**src/rtl/mdio_pkg.sv**
```systemverilog
package mdio_pkg;
  localparam int FRAME_BITS = 64;
  localparam int IDX_W      = 6;
  localparam int SEL_W      = 4;
  localparam int PHY_W      = 5;
  localparam int RA_W       = 5;
  localparam int HALF_W     = 16;
  localparam int WAKE_START = 32;
  localparam int TA_FIRST   = 46;
  localparam int RD_FIRST   = 48;

  typedef enum logic [1:0] {
    K_WAKE = 2'd0,
    K_C22  = 2'd1,
    K_C45A = 2'd2,
    K_C45D = 2'd3
  } kind_e;

  typedef struct packed {
    logic [PHY_W-1:0] phy;
    logic [RA_W-1:0]  regad;
    logic [SEL_W-1:0] csel;
    logic [1:0]       op;
    logic             c45;
  } cmd_t;

  function automatic logic [FRAME_BITS-1:0] make_frame(
    input kind_e k, input logic rd, input logic [PHY_W-1:0] phy,
    input logic [RA_W-1:0] ra, input logic [HALF_W-1:0] val);
    logic [1:0] st, opc, ta;
    logic [HALF_W-1:0] body;
    logic rdd;
    rdd  = rd && (k != K_C45A);
    st   = (k == K_C22) ? 2'b01 : 2'b00;
    if (k == K_C45A)      opc = 2'b00;
    else if (k == K_C22)  opc = rd ? 2'b10 : 2'b01;
    else                  opc = rd ? 2'b11 : 2'b01;
    ta   = rdd ? 2'b11 : 2'b10;
    body = rdd ? {HALF_W{1'b1}} : val;
    return {32'hFFFF_FFFF, st, opc, phy, ra, ta, body};
  endfunction

  function automatic logic drive_bit(input kind_e k, input logic rd,
                                     input logic [IDX_W-1:0] idx);
    return (k != K_WAKE) &&
           !(rd && (k != K_C45A) && (idx >= IDX_W'(TA_FIRST)));
  endfunction
endpackage

```
**src/rtl/mdio_mdc_gen.sv**
```systemverilog
module mdio_mdc_gen #(
  parameter int SEL_W    = 4,
  parameter int DIV_UNIT = 1
) (
  input  logic             clk,
  input  logic             rst,
  input  logic             run,
  input  logic [SEL_W-1:0] csel,
  output logic             mdc,
  output logic             rise_p,
  output logic             fall_p
);
  localparam int CNT_W = SEL_W + $clog2(DIV_UNIT + 1) + 1;

  logic [CNT_W-1:0] cnt;
  logic [CNT_W-1:0] half;
  logic             tick;

  always_comb begin
    half   = (CNT_W'(csel) + CNT_W'(1)) * CNT_W'(DIV_UNIT);
    tick   = run && (cnt == half - CNT_W'(1));
    rise_p = tick && !mdc;
    fall_p = tick && mdc;
  end

  always_ff @(posedge clk) begin
    if (rst || !run) begin
      cnt <= '0;
      mdc <= 1'b0;
    end else if (tick) begin
      cnt <= '0;
      mdc <= ~mdc;
    end else begin
      cnt <= cnt + CNT_W'(1);
    end
  end
endmodule

```
**src/rtl/mdio_frame_seq.sv**
```systemverilog
module mdio_frame_seq
  import mdio_pkg::*;
(
  input  logic              clk,
  input  logic              rst,
  input  logic              start,
  input  logic              wake,
  input  logic              c45,
  input  logic              rd,
  input  logic [PHY_W-1:0]  phy,
  input  logic [RA_W-1:0]   ra,
  input  logic [HALF_W-1:0] addr16,
  input  logic [HALF_W-1:0] wdata,
  input  logic              rise_p,
  input  logic              fall_p,
  input  logic              mdio_i,
  output logic              active,
  output logic              mdio_o,
  output logic              mdio_oe,
  output logic              done_rd_p,
  output logic [HALF_W-1:0] rd_val
);
  kind_e                 kind_q;
  logic                  rd_q;
  logic [PHY_W-1:0]      phy_q;
  logic [RA_W-1:0]       ra_q;
  logic [HALF_W-1:0]     wd_q;
  logic [IDX_W-1:0]      bitcnt;
  logic [FRAME_BITS-1:0] shreg;
  logic                  last_bit;
  logic [IDX_W-1:0]      bit_nx;

  assign mdio_o    = shreg[FRAME_BITS-1];
  assign last_bit  = (bitcnt == IDX_W'(FRAME_BITS - 1));
  assign bit_nx    = bitcnt + IDX_W'(1);
  assign done_rd_p = active && fall_p && last_bit && rd_q &&
                     (kind_q == K_C22 || kind_q == K_C45D);

  always_ff @(posedge clk) begin
    if (rst) begin
      active  <= 1'b0;
      kind_q  <= K_WAKE;
      rd_q    <= 1'b0;
      phy_q   <= '0;
      ra_q    <= '0;
      wd_q    <= '0;
      bitcnt  <= '0;
      shreg   <= '1;
      mdio_oe <= 1'b0;
      rd_val  <= '0;
    end else if (start && !active) begin
      active <= 1'b1;
      phy_q  <= phy;
      ra_q   <= ra;
      wd_q   <= wdata;
      if (wake) begin
        kind_q  <= K_WAKE;
        rd_q    <= 1'b0;
        bitcnt  <= IDX_W'(WAKE_START);
        shreg   <= '1;
        mdio_oe <= 1'b0;
      end else if (c45) begin
        kind_q  <= K_C45A;
        rd_q    <= rd;
        bitcnt  <= '0;
        shreg   <= make_frame(K_C45A, rd, phy, ra, addr16);
        mdio_oe <= 1'b1;
      end else begin
        kind_q  <= K_C22;
        rd_q    <= rd;
        bitcnt  <= '0;
        shreg   <= make_frame(K_C22, rd, phy, ra, wdata);
        mdio_oe <= 1'b1;
      end
    end else if (active) begin
      if (rise_p && rd_q && kind_q != K_C45A && kind_q != K_WAKE &&
          bitcnt >= IDX_W'(RD_FIRST)) begin
        rd_val <= {rd_val[HALF_W-2:0], mdio_i};
      end
      if (fall_p) begin
        if (last_bit) begin
          if (kind_q == K_C45A) begin
            kind_q  <= K_C45D;
            bitcnt  <= '0;
            shreg   <= make_frame(K_C45D, rd_q, phy_q, ra_q, wd_q);
            mdio_oe <= 1'b1;
          end else begin
            active  <= 1'b0;
            mdio_oe <= 1'b0;
          end
        end else begin
          bitcnt  <= bit_nx;
          shreg   <= {shreg[FRAME_BITS-2:0], 1'b1};
          mdio_oe <= drive_bit(kind_q, rd_q, bit_nx);
        end
      end
    end
  end
endmodule

```
**src/rtl/mdio_master.sv**
```systemverilog
module mdio_master
  import mdio_pkg::*;
#(
  parameter int DIV_UNIT = 1
) (
  input  logic        clk,
  input  logic        rst,
  input  logic        reg_wr_en,
  input  logic        reg_sel,
  input  logic [31:0] reg_wdata,
  output logic [31:0] cmd_rdata,
  output logic [31:0] data_rdata,
  output logic        mdc,
  output logic        mdio_o,
  output logic        mdio_oe,
  input  logic        mdio_i
);
  cmd_t              cmd_q;
  logic [31:0]       data_q;
  logic              busy;
  logic              wr_cmd;
  logic              wr_dat;
  logic              rise_p;
  logic              fall_p;
  logic              done_rd_p;
  logic [HALF_W-1:0] rd_val;
  cmd_t              cmd_in;
  logic              unused_wbits;

  assign unused_wbits = ^{reg_wdata[31:26], reg_wdata[15:12], reg_wdata[7:4]};

  assign wr_cmd = reg_wr_en && reg_sel && !busy;
  assign wr_dat = reg_wr_en && !reg_sel && !busy;

  always_comb begin
    cmd_in.phy   = reg_wdata[25:21];
    cmd_in.regad = reg_wdata[20:16];
    cmd_in.csel  = reg_wdata[11:8];
    cmd_in.op    = reg_wdata[3:2];
    cmd_in.c45   = reg_wdata[1];
  end

  always_ff @(posedge clk) begin
    if (rst) begin
      cmd_q  <= '0;
      data_q <= '0;
    end else begin
      if (wr_cmd) cmd_q <= cmd_in;
      if (wr_dat) data_q <= reg_wdata;
      else if (done_rd_p) data_q[HALF_W-1:0] <= rd_val;
    end
  end

  assign cmd_rdata  = {6'b0, cmd_q.phy, cmd_q.regad, 4'b0, cmd_q.csel,
                       4'b0, cmd_q.op, cmd_q.c45, busy};
  assign data_rdata = data_q;

  mdio_mdc_gen #(.SEL_W(SEL_W), .DIV_UNIT(DIV_UNIT)) u_mdc (
    .clk    (clk),
    .rst    (rst),
    .run    (busy),
    .csel   (cmd_q.csel),
    .mdc    (mdc),
    .rise_p (rise_p),
    .fall_p (fall_p)
  );

  mdio_frame_seq u_seq (
    .clk       (clk),
    .rst       (rst),
    .start     (wr_cmd),
    .wake      (!reg_wdata[0]),
    .c45       (cmd_in.c45),
    .rd        (cmd_in.op == 2'b11),
    .phy       (cmd_in.phy),
    .ra        (cmd_in.regad),
    .addr16    (data_q[31:16]),
    .wdata     (data_q[15:0]),
    .rise_p    (rise_p),
    .fall_p    (fall_p),
    .mdio_i    (mdio_i),
    .active    (busy),
    .mdio_o    (mdio_o),
    .mdio_oe   (mdio_oe),
    .done_rd_p (done_rd_p),
    .rd_val    (rd_val)
  );
endmodule

```
**config.mk**
```make
export PLATFORM = sky130hd
export DESIGN_NAME = mdio_master
export DESIGN_NICKNAME = d
export VERILOG_FILES = /design/src/rtl/mdio_pkg.sv /design/src/rtl/mdio_mdc_gen.sv /design/src/rtl/mdio_frame_seq.sv /design/src/rtl/mdio_master.sv
export SDC_FILE = /design/constraint.sdc
export NUM_CORES = 1
export LEC_CHECK = 0
export BUFFER_PORTS_ARGS = -buffer_cell sky130_fd_sc_hd__buf_2
export CORE_MARGIN = 2
export CORE_UTILIZATION = 30
export CTS_CLUSTER_SIZE = 20
export DETAILED_ROUTE_END_ITERATION = 8
export PLACE_DENSITY = 0.53
export SLEW_MARGIN = 0
export SYNTH_ARGS = -nofsm -noshare
export SYNTH_HDL_FRONTEND = slang
export SYNTH_SLANG_ARGS = --single-unit
```
**constraint.sdc**
```tcl
create_clock -name clk -period 4.1 [get_ports clk]
set_input_delay 0.41 -clock clk [delete_from_list [all_inputs] [get_ports clk]]
set_output_delay 0.41 -clock clk [all_outputs]
set_load 0.01 [all_outputs]
```
# After elaboration in Yosys (flattened, before gate mapping)
# Cells that the tools add are included.
# totals
reg_bits	173
out_inout_bits	67
word_cells	110
# classes
n_addsub	4
n_lt_le_gt_ge	2
n_eq_ne	8
mux	39
n_bitwise	2
n_reduce_logical	36
# op_table
op	count
$mux W64	6
$mux W16	4
$mux W6	6
$mux W31	1
$logic_and A1 B1 Y1	19
$mux W2	9
$mux W1	13
$add A6 B1 Y6 const B	2
$ge A6 B6 Y1 const B	2
$reduce_bool A2 Y1	6
$eq A2 B2 Y1 const B	3
$eq A6 B6 Y1	1
$eq A6 B6 Y1 const B	1
$reduce_and A3 Y1	2
$sub A6 B1 Y6 const B	1
$add A4 B1 Y5 const B	1
$logic_not A1 Y1	4
$reduce_and A4 Y1	1
$ne A3 B3 Y1 const B	1
$eq A2 B1 Y1 const B	1
$logic_or A1 B1 Y1	2
$ne A2 B2 Y1 const B	1
$not A1 Y1	2
$reduce_and A2 Y1	1
$reduce_or A2 Y1	1

# Longest topological paths before layout
# Gate-level depths: netlist of run 1.
# logic_depth
depth_word	11
depth_mapped	10
depth_no_buf	7

# Modules after synthesis
# A second synthesis of run 1 with hierarchy kept.
# unflattened
cells_unflattened	915
area_unflattened_um2	7865.0
# by_module_without_submodules
mod	n_inst	cells_per_inst	area_per_inst_um2
mdio_frame_seq	1	648	5152.4
mdio_master	1	228	2359.8
mdio_mdc_gen	1	39	352.8

# Least setup slack after synthesis of run 1
# OpenSTA, ideal clock, no wires.
# synth_timing
kind	register to register
startpoint	reg cmd_q (netlist bit cmd_rdata[8])
endpoint	reg u_seq.rd_val[10]
setup_ns	0.072
arrival_ns	2.498
t_required_ns	4.028
path_slack_ns	1.530
path_stages_with_launch	11
n_path_buf	3
cell_sequence	dfxtp_1 -> ha_1 -> xor2_1 -> or3_1 -> a21boi_0 -> and4b_1 -> clkbuf_1 -> and3_1 -> buf_2 -> buf_4 -> mux2i_1
# synth_via
elab_chain_len	10
# synth_rtl
item	line	source
from (decl)	mdio_master.sv:18	cmd_t cmd_q;
from (signal assigned)	mdio_master.sv:48	if (wr_cmd) cmd_q <= cmd_in;
$add A4 B1 Y5	mdio_mdc_gen.sv:20	half = (CNT_W'(csel) + CNT_W'(1)) * CNT_W'(DIV_UNIT);
$sub A6 B1 Y6	mdio_mdc_gen.sv:21	tick = run && (cnt == half - CNT_W'(1));
$eq A6 B6 Y1	mdio_mdc_gen.sv:21	
$logic_and A1 B1 Y1	mdio_mdc_gen.sv:21	
$logic_and A1 B1 Y1	mdio_mdc_gen.sv:22	rise_p = tick && !mdc;
$logic_and A1 B1 Y1 (4 in a row)	mdio_frame_seq.sv:76	if (rise_p && rd_q && kind_q != K_C45A && kind_q != K_WAKE &&
$reduce_and A3 Y1 (no source line)	n/a	
to (signal assigned)	mdio_frame_seq.sv:78	rd_val <= {rd_val[HALF_W-2:0], mdio_i};
to (decl)	mdio_frame_seq.sv:21	output logic [HALF_W-1:0] rd_val
# Every way passes these cells.
# A chain may end at the register's enable or synchronous reset.

# Final worst setup path of run 1
# layout_timing
startpoint	reg u_seq.bitcnt[0]
endpoint	reg u_seq.shreg[0]
# layout_via
elab_chain_len	5
# layout_rtl
item	line	source
from (decl)	mdio_frame_seq.sv:28	logic [IDX_W-1:0] bitcnt;
from (signal assigned)	mdio_frame_seq.sv:59	bitcnt <= IDX_W'(WAKE_START);
from (signal assigned)	mdio_frame_seq.sv:92	bitcnt <= bit_nx;
$eq A6 B6 Y1 (*)	mdio_frame_seq.sv:34	assign last_bit = (bitcnt == IDX_W'(FRAME_BITS - 1));
$mux W64	mdio_frame_seq.sv:81	if (last_bit) begin
$mux W64	mdio_frame_seq.sv:80	if (fall_p) begin
$mux W64	mdio_frame_seq.sv:75	end else if (active) begin
$mux W64	mdio_frame_seq.sv:51	end else if (start && !active) begin
to (signal assigned)	mdio_frame_seq.sv:72	shreg <= make_frame(K_C22, rd, phy, ra, wdata);
to (signal assigned)	mdio_frame_seq.sv:85	shreg <= make_frame(K_C45D, rd_q, phy_q, ra_q, wd_q);
to (signal assigned)	mdio_frame_seq.sv:93	shreg <= {shreg[FRAME_BITS-2:0], 1'b1};
to (decl)	mdio_frame_seq.sv:29	logic [FRAME_BITS-1:0] shreg;
# Mark *: on every way between the ends. The rest lies on a longest branch, timed or not. The select of a mux whose other input is x is not followed.

==> results of run 1 <==
-- final timing paths --
kind                    from        endpoint  slack [ps]  cells after the start
min reg2reg    u_seq.wd_q[8]   u_seq.wd_q[8]         460                      2
max reg2reg  u_seq.bitcnt[0]  u_seq.shreg[0]         890                      8
min            reg_wdata[26]  data_rdata[26]         220                      3
max          u_seq.bitcnt[0]  u_seq.shreg[0]         890                      8
-- cells by family (layout without fill, tap and decap cells) --
logic type | after synthesis | after routing | share of synthesized area (%)
simple gates | 426 | 426 | 24.8
compound gates | 166 | 166 | 12.4
flops | 163 | 163 | 41.8
mux | 98 | 98 | 12.9
buf+inv | 97 | 138 | 5.98
xor+xnor | 11 | 11 | 1.24
fa+ha+maj | 5 | 5 | 0.802
other cells | 1 | 14 | 0.0481
-- placed cells by master, fill, tap and decap left out, types with 6 or more instances in the layout --
cell,synthesis,routed
a21oi_1,102,102
and3_1,8,8
buf_2,4,88
buf_4,16,11
clkbuf_16,0,17
conb_1,1,14
dfxtp_1,163,163
mux2_1,18,18
mux2i_1,80,80
nand2_1,176,176
nand2b_1,20,20
nand3_1,21,21
nand3b_1,13,13
nor2_1,97,97
nor2b_1,20,20
nor3_1,50,50
o21ai_0,17,17
o22ai_1,16,16
xor2_1,6,6
-- worst reg2reg max path, stage by stage, from the launching register on --
cell and delay, ps:
dfxtp_1 430, ha_1 310, and3_1 250, nand3_1 90, buf_4 260, or3_1 420
a31oi_4 710, buf_12 420, mux2i_1 250
-- final cells by class --
cell class,count,share of cell area [%]
repair buffers,101,6.18
clock inverters,14,1.44
clock buffers,18,4.90
inverters,5,0.209
well taps,335,4.68
flip-flops and latches,163,36.4
multi-input cells,720,46.2
-- registers in the layout, indices dropped and copies added, names as in the netlist --
| name | cells |
|---|---|
| cmd_rdata | 9 |
| data_rdata | 32 |
| u_mdc.cnt | 6 |
| u_mdc.mdc | 1 |
| u_seq.active | 1 |
| u_seq.bitcnt | 6 |
| u_seq.kind_q | 2 |
| u_seq.mdio_oe | 1 |
| u_seq.phy_q | 4 |
| u_seq.ra_q | 4 |
| u_seq.rd_q | 1 |
| u_seq.rd_val | 16 |
| u_seq.shreg | 64 |
| u_seq.wd_q | 16 |
-- stage by stage --
stage	std cells	setup slack, ps
finish	1356	891
global route	1356	630
CTS	1356	871
detailed placement	1324	885
global placement	1324	951
floorplan	980	1530
-- power breakdown --
| group | internal, mW | switching (mW) |
|---|---|---|
| Clock | 0.858 | 0.702 |
| Sequential | 1.61 | 0.0267 |
| Combinational | 0.0996 | 0.192 |
| Total | 2.57 | 0.921 |
-- layer usage --
metal	share of wire, %	vias up	wire [um]
met2	46	146	9450
met5	0	-	0
li1	-	3358	-
met1	48	3056	9690
met4	2.2	0	442
met3	3.7	30	746
==> flow_summary_export.csv, run 1 <==
group,metric,value,unit
finish,fin_area,8960,um^2
global_route,grt_overflow,0,
synthesis,ys_ff_latch,163,
timing,setup_viol,0,
die,core,25800,um^2
die,io-pin-count,104,
timing,fin_crit_sh,78.3,%
synthesis,yosysMostFrequentCell,"nand2_1",
timing,finalClockSkew,7.84,ps
worst_hold_path,hold_path_class,"input port to flop",
pwr,vdd_drop_max,0.000312,V
cts,holdBufCountCts,0,
finish,multi_input_area,4140,um^2
routing,drc,0,
worst_setup_path,crit_type,"flop to flop",
synthesis,synth_edf_count,0,
worst_setup_path,cp_top_family,"simple AND/OR/NAND/NOR gates",
worst_setup_path,crit_required,4460,ps
worst_setup_path,critPathArrivalTime,3570,ps
global_route,grtUsageMet3,2.72,%
global_route,met1_usage,20.2,%
synthesis,syn_inst,967,
die,dieWidth,165,um
pwr,power.leakage,3.74,nW
worst_setup_path,critPathBufInv,2,
cts,cts.sinks,163,
finish,drive_above_1_share,14.2,%
placement,gp_congestion,0.815,
timing,worst_pin_slew,1070,ps
finish,diodes,0,
worst_setup_path,end_kind,"flop",
synthesis,yosysUniqueCellTypes,50,
timing,relSlewSlack,29.0,%
finish,regArea,3260,um^2
synthesis,synth_ff_type,"dfxtp_1",
status,status,"finished clean",
timing,drv_slew,0,
cts,cts_tree,"yes",
worst_setup_path,cp_max_fo,50,
die,die-area,27300,um^2
pwr,power.density,389,nW/um^2
worst_setup_path,path_cells,"ha_1 -> and3_1 -> nand3_1 -> buf_4 -> or3_1 -> a31oi_4 -> buf_12 -> mux2i_1",
routing,postRouteAntennaNets,0,
worst_setup_path,slowest_delay,710,ps
placement,dp_hpwl,13000,um
synthesis,syn_area,7800,um^2
synthesis,synth.area.top_cells,"dfxtp_1 (42%), mux2i_1 (10%), nand2_1 (8.5%), a21oi_1 (6.5%), nor2_1 (4.7%)",
routing,route.detailed.wl_per_inst,15.0,um
cts,clk_latency,430,ps
global_route,top_usage_layer,"met2",
routing,routed_wl,20300,um
synthesis,async_flop_share,0,%
worst_setup_path,critPathSlowestCell,"a31oi_4",
pwr,power,3.49,mW
placement,placed_area,8400,um^2
global_route,grt_use_met2,24.4,%
finish,nets,1050,
cts,clock_path_buffers,2,
synthesis,yosys_warnings,0,
routing,drtIter0Drc,324,
die,row_count,59,
global_route,grt_pass1_vias,6258,
finish,nFillCells,2723,
global_route,antenna_found_initial,0,
synthesis,synth.avg_cell_area,8.07,um^2
timing,timing.hold.ws,217,ps
routing,vias_per_cell,4.86,
routing,drt_first_pass_iters,4,
synthesis,yosysTopAreaCell,"dfxtp_1",
synthesis,synth_common_cells,"nand2_1 (176), dfxtp_1 (163), a21oi_1 (102), nor2_1 (97), mux2i_1 (80)",
flow_run,drv_cap,0,
finish,final_util,34.8,%
cts,post_cts_buffers,0,
timing,rsz0062_at_grt,"no",
worst_setup_path,startpoint_type,"flop",
timing,max_freq,0.312,GHz
cts,htree_levels,4,
synthesis,synth_top_area_share,41.8,%
timing,tns,0,ps
synthesis,yosysSeqAreaShare,41.8,%
die,fp.dieH,165,um
cts,ctsRootBufferMaster,"clkbuf_16",
routing,vias,6590,
global_route,grtUsageTotal,15.2,%
die,initial_core_util,30.3,%
global_route,grt_pass1_wl,32800,um
cts,cts_resized,0,
timing,layout_min_cycle_time,3210,ps
finish,syn2layout_area_growth,14.9,%
cts,path_clk_slew,70,ps
timing,hold_viol,0,
cts,cts_buffers,17,
global_route,grt_start_max_net_pins,151,
placement,io_buffers,89,
Note: power is estimated with default switching activity, not from simulation.
==> run 2, diff against run 1 <==
- ABC_AREA: unset -> 1
- PLACE_DENSITY: 0.53 -> 0.55
- clock period: 4.1 -> 2.6 ns (I/O delays scaled with it)
==> run 2 against run 1 <==
Compared with the run above:
- die area fell by 1.6%
- setup slack got worse by 680 ps
- register-to-register slack got worse by 680 ps
- clock-buffer cell count did not move
- first-iteration DRC count rose by 57%
- utilization rose by 0.87 points
- synthesized area fell by 1.6%
- clock skew rose by 1.3 ps
- non-clock buffer count rose by 15
==> flow_summary_export.csv, run 2 <==
group,metric,value,unit
placement,dp_hpwl,14200,um
routing,postRouteAntennaNets,0,
worst_setup_path,path_cells,"ha_1 -> nor2_1 -> nand3_1 -> o21ai_1 -> nand2_1 -> nor2_4 -> nand3_2 -> nand2_4 -> buf_4 -> nand3_1 -> a21oi_1",
synthesis,async_flop_share,0,%
cts,path_clk_slew,70,ps
routing,drtIter0Drc,508,
cts,clk_latency,430,ps
synthesis,synth_common_cells,"nand2_1 (203), dfxtp_1 (163), nand3_1 (155), nor2_1 (100), o21ai_0 (89)",
routing,drc,0,
synthesis,yosys_warnings,0,
worst_hold_path,hold_path_class,"input port to flop",
finish,diodes,0,
timing,worst_pin_slew,779,ps
routing,wl_met3,874,um
timing,setup_viol,0,
synthesis,synth_top_area_share,42.5,%
global_route,grt_pass1_wl,35300,um
global_route,grt_pass1_vias,6822,
finish,syn2layout_area_growth,17.0,%
finish,final_cell_mix,"nand2_1 (202), dfxtp_1 (162), nand3_1 (155), nor2_1 (100)",
timing,relSlewSlack,48.1,%
pwr,power,6.07,mW
finish,stdcell_count,1480,
worst_setup_path,startpoint_type,"flop",
synthesis,ys_ff_latch,163,
global_route,grt_overflow,0,
global_route,antenna_found_initial,0,
worst_setup_path,end_kind,"flop",
worst_setup_path,crit_type,"flop to flop",
die,die-area,26900,um^2
die,row_count,58,
cts,htree_levels,4,
timing,finalClockSkew,9.18,ps
routing,met2_length,9570,um
global_route,grt_start_max_net_pins,82,
timing,timing.hold.ws,115,ps
worst_setup_path,crit_required,2960,ps
placement,placed_area,8380,um^2
worst_setup_path,cp_max_fo,29,
finish,final_util,35.7,%
synthesis,yosysTopAreaCell,"dfxtp_1",
routing,route.detailed.wl_per_inst,14.5,um
routing,drt_first_pass_iters,4,
placement,post-place-ws,134,ps
synthesis,syn_area,7670,um^2
finish,top_register,"u_seq.shreg",
routing,top_layer_used,"met4",
synthesis,yosysUniqueCellTypes,35,
timing,fin_crit_sh,91.9,%
worst_setup_path,slowest_delay,360,ps
routing,routed_wl,21400,um
worst_setup_path,critPathArrivalTime,2750,ps
cts,post_cts_buffers,0,
timing,hold_viol,0,
worst_setup_path,ff2ff_setup_slack,210,ps
cts,cts.sinks,163,
die,core,25200,um^2
cts,cts_buffers,17,
pwr,power.leakage,4.01,nW
placement,dp_cells,1449,
timing,layout_min_cycle_time,2390,ps
routing,vias_per_cell,4.86,
cts,clock_path_buffers,2,
status,status,"finished clean",
pwr,vdd_drop_max,0.000473,V
cts,ctsRootBufferMaster,"clkbuf_16",
synthesis,yosysMostFrequentCell,"nand2_1",
finish,fin_area,8980,um^2
finish,final_common_cell,"nand2_1",
die,io-pin-count,104,
cts,cts_tree,"yes",
finish,nets,1180,
worst_setup_path,critPathMostFrequentCell,"nand3_1",
global_route,grtUsageTotal,16.4,%
finish,largest_reg_flops,64,
synthesis,synth.area.top_cells,"dfxtp_1 (43%), nand3_1 (10%), nand2_1 (9.9%), o21ai_0 (5.8%), a21oi_1 (4.9%)",
placement,gp_congestion,0.796,
synthesis,synth_edf_count,0,
synthesis,synth_ff_type,"dfxtp_1",
timing,rsz0062_at_grt,"no",
worst_setup_path,critPathSlowestCell,"dfxtp_2",
finish,drive_above_1_share,19.0,%
synthesis,yosysSeqAreaShare,42.5,%
die,dieWidth,164,um
routing,vias,7196,
timing,setup_ws,210,ps
synthesis,syn_inst,1082,
timing,max_freq,0.418,GHz
timing,drv_slew,0,
timing,tns,0,ps
die,fp.dieH,164,um
flow_run,drv_cap,0,
routing,m1WireLength,10700,um
synthesis,synth.avg_cell_area,7.09,um^2
pwr,power.density,676,nW/um^2
placement,io_buffers,89,
die,initial_core_util,30.5,%
==> run 2: changes by cell type after synthesis, moves of 34 or more <==
cell     delta
nand3_1   +134
mux2i_1    -80
inv_1      +62
or2_2      +34
o21ai_0    +72
nor3_1     -49
==> run 2: metal layers <==
layer,vias to the layer above,GRT usage [%]
met5,-,0
met4,0,5.66
met3,24,2.93
met2,146,25.3
met1,3364,23.0
li1,3662,-
==> run 2: critical path, delay by kind of cell, from the launching register on <==
| kind | cells | cell delay [ps] |
|---|---|---|
| DFF | 1 | 360 |
| AOI/OAI and AO/OA | 2 | 300 |
| buffers and inverters | 1 | 310 |
| adders and majority gates | 1 | 340 |
| and+or+nand+nor | 7 | 1010 |
==> run 2: report_power, final <==
group	internal (mW)	switching, mW	total (mW)
sequential	2.64	0.102	2.74
clock	1.53	1.05	2.58
combinational	0.285	0.464	0.748
total	4.46	1.62	6.07
==> run 2: cells by family (layout without fill, tap and decap cells) <==
group                      count (synthesis)  count (layout)  synth area share (%)
DFF                                      163             163                  42.5
xor gates and xnor gates                   3               3                 0.343
and+or+nand+nor                          562             562                  34.6
other                                      1              14                0.0489
buffers and inverters                    162             217                  9.12
AOI/OAI and AO/OA                        186             186                  12.6
adders and majority gates                  5               5                 0.815
==> run 2: worst paths after layout <==
| kind | start | end | depth (start not counted) |
|---|---|---|---|
| worst max register to register | cmd_rdata[8] | u_seq.bitcnt[1] | 11 |
| worst min-delay path | mdio_i | u_seq.rd_val[0] | 3 |
| worst max-delay path | cmd_rdata[8] | u_seq.bitcnt[1] | 11 |
| worst min register to register | u_seq.shreg[57] | u_seq.shreg[57] | 2 |
==> run 2: area by class of cell <==
class                           instances  area, um^2
Sequential cell                       163        3260
Tap cell                              330         413
Clock inverter                         13         160
Fill cell                            2684       16200
Timing Repair Buffer                  116         677
Multi-Input combinational cell        770        3760
Inverter                               70         265
Clock buffer                           18         439
==> run 2: what timing repair did <==
action,4_1_cts,5_1_grt
resized for setup,0,2
setup endpoints to repair,0,54
hold buffers,0,0
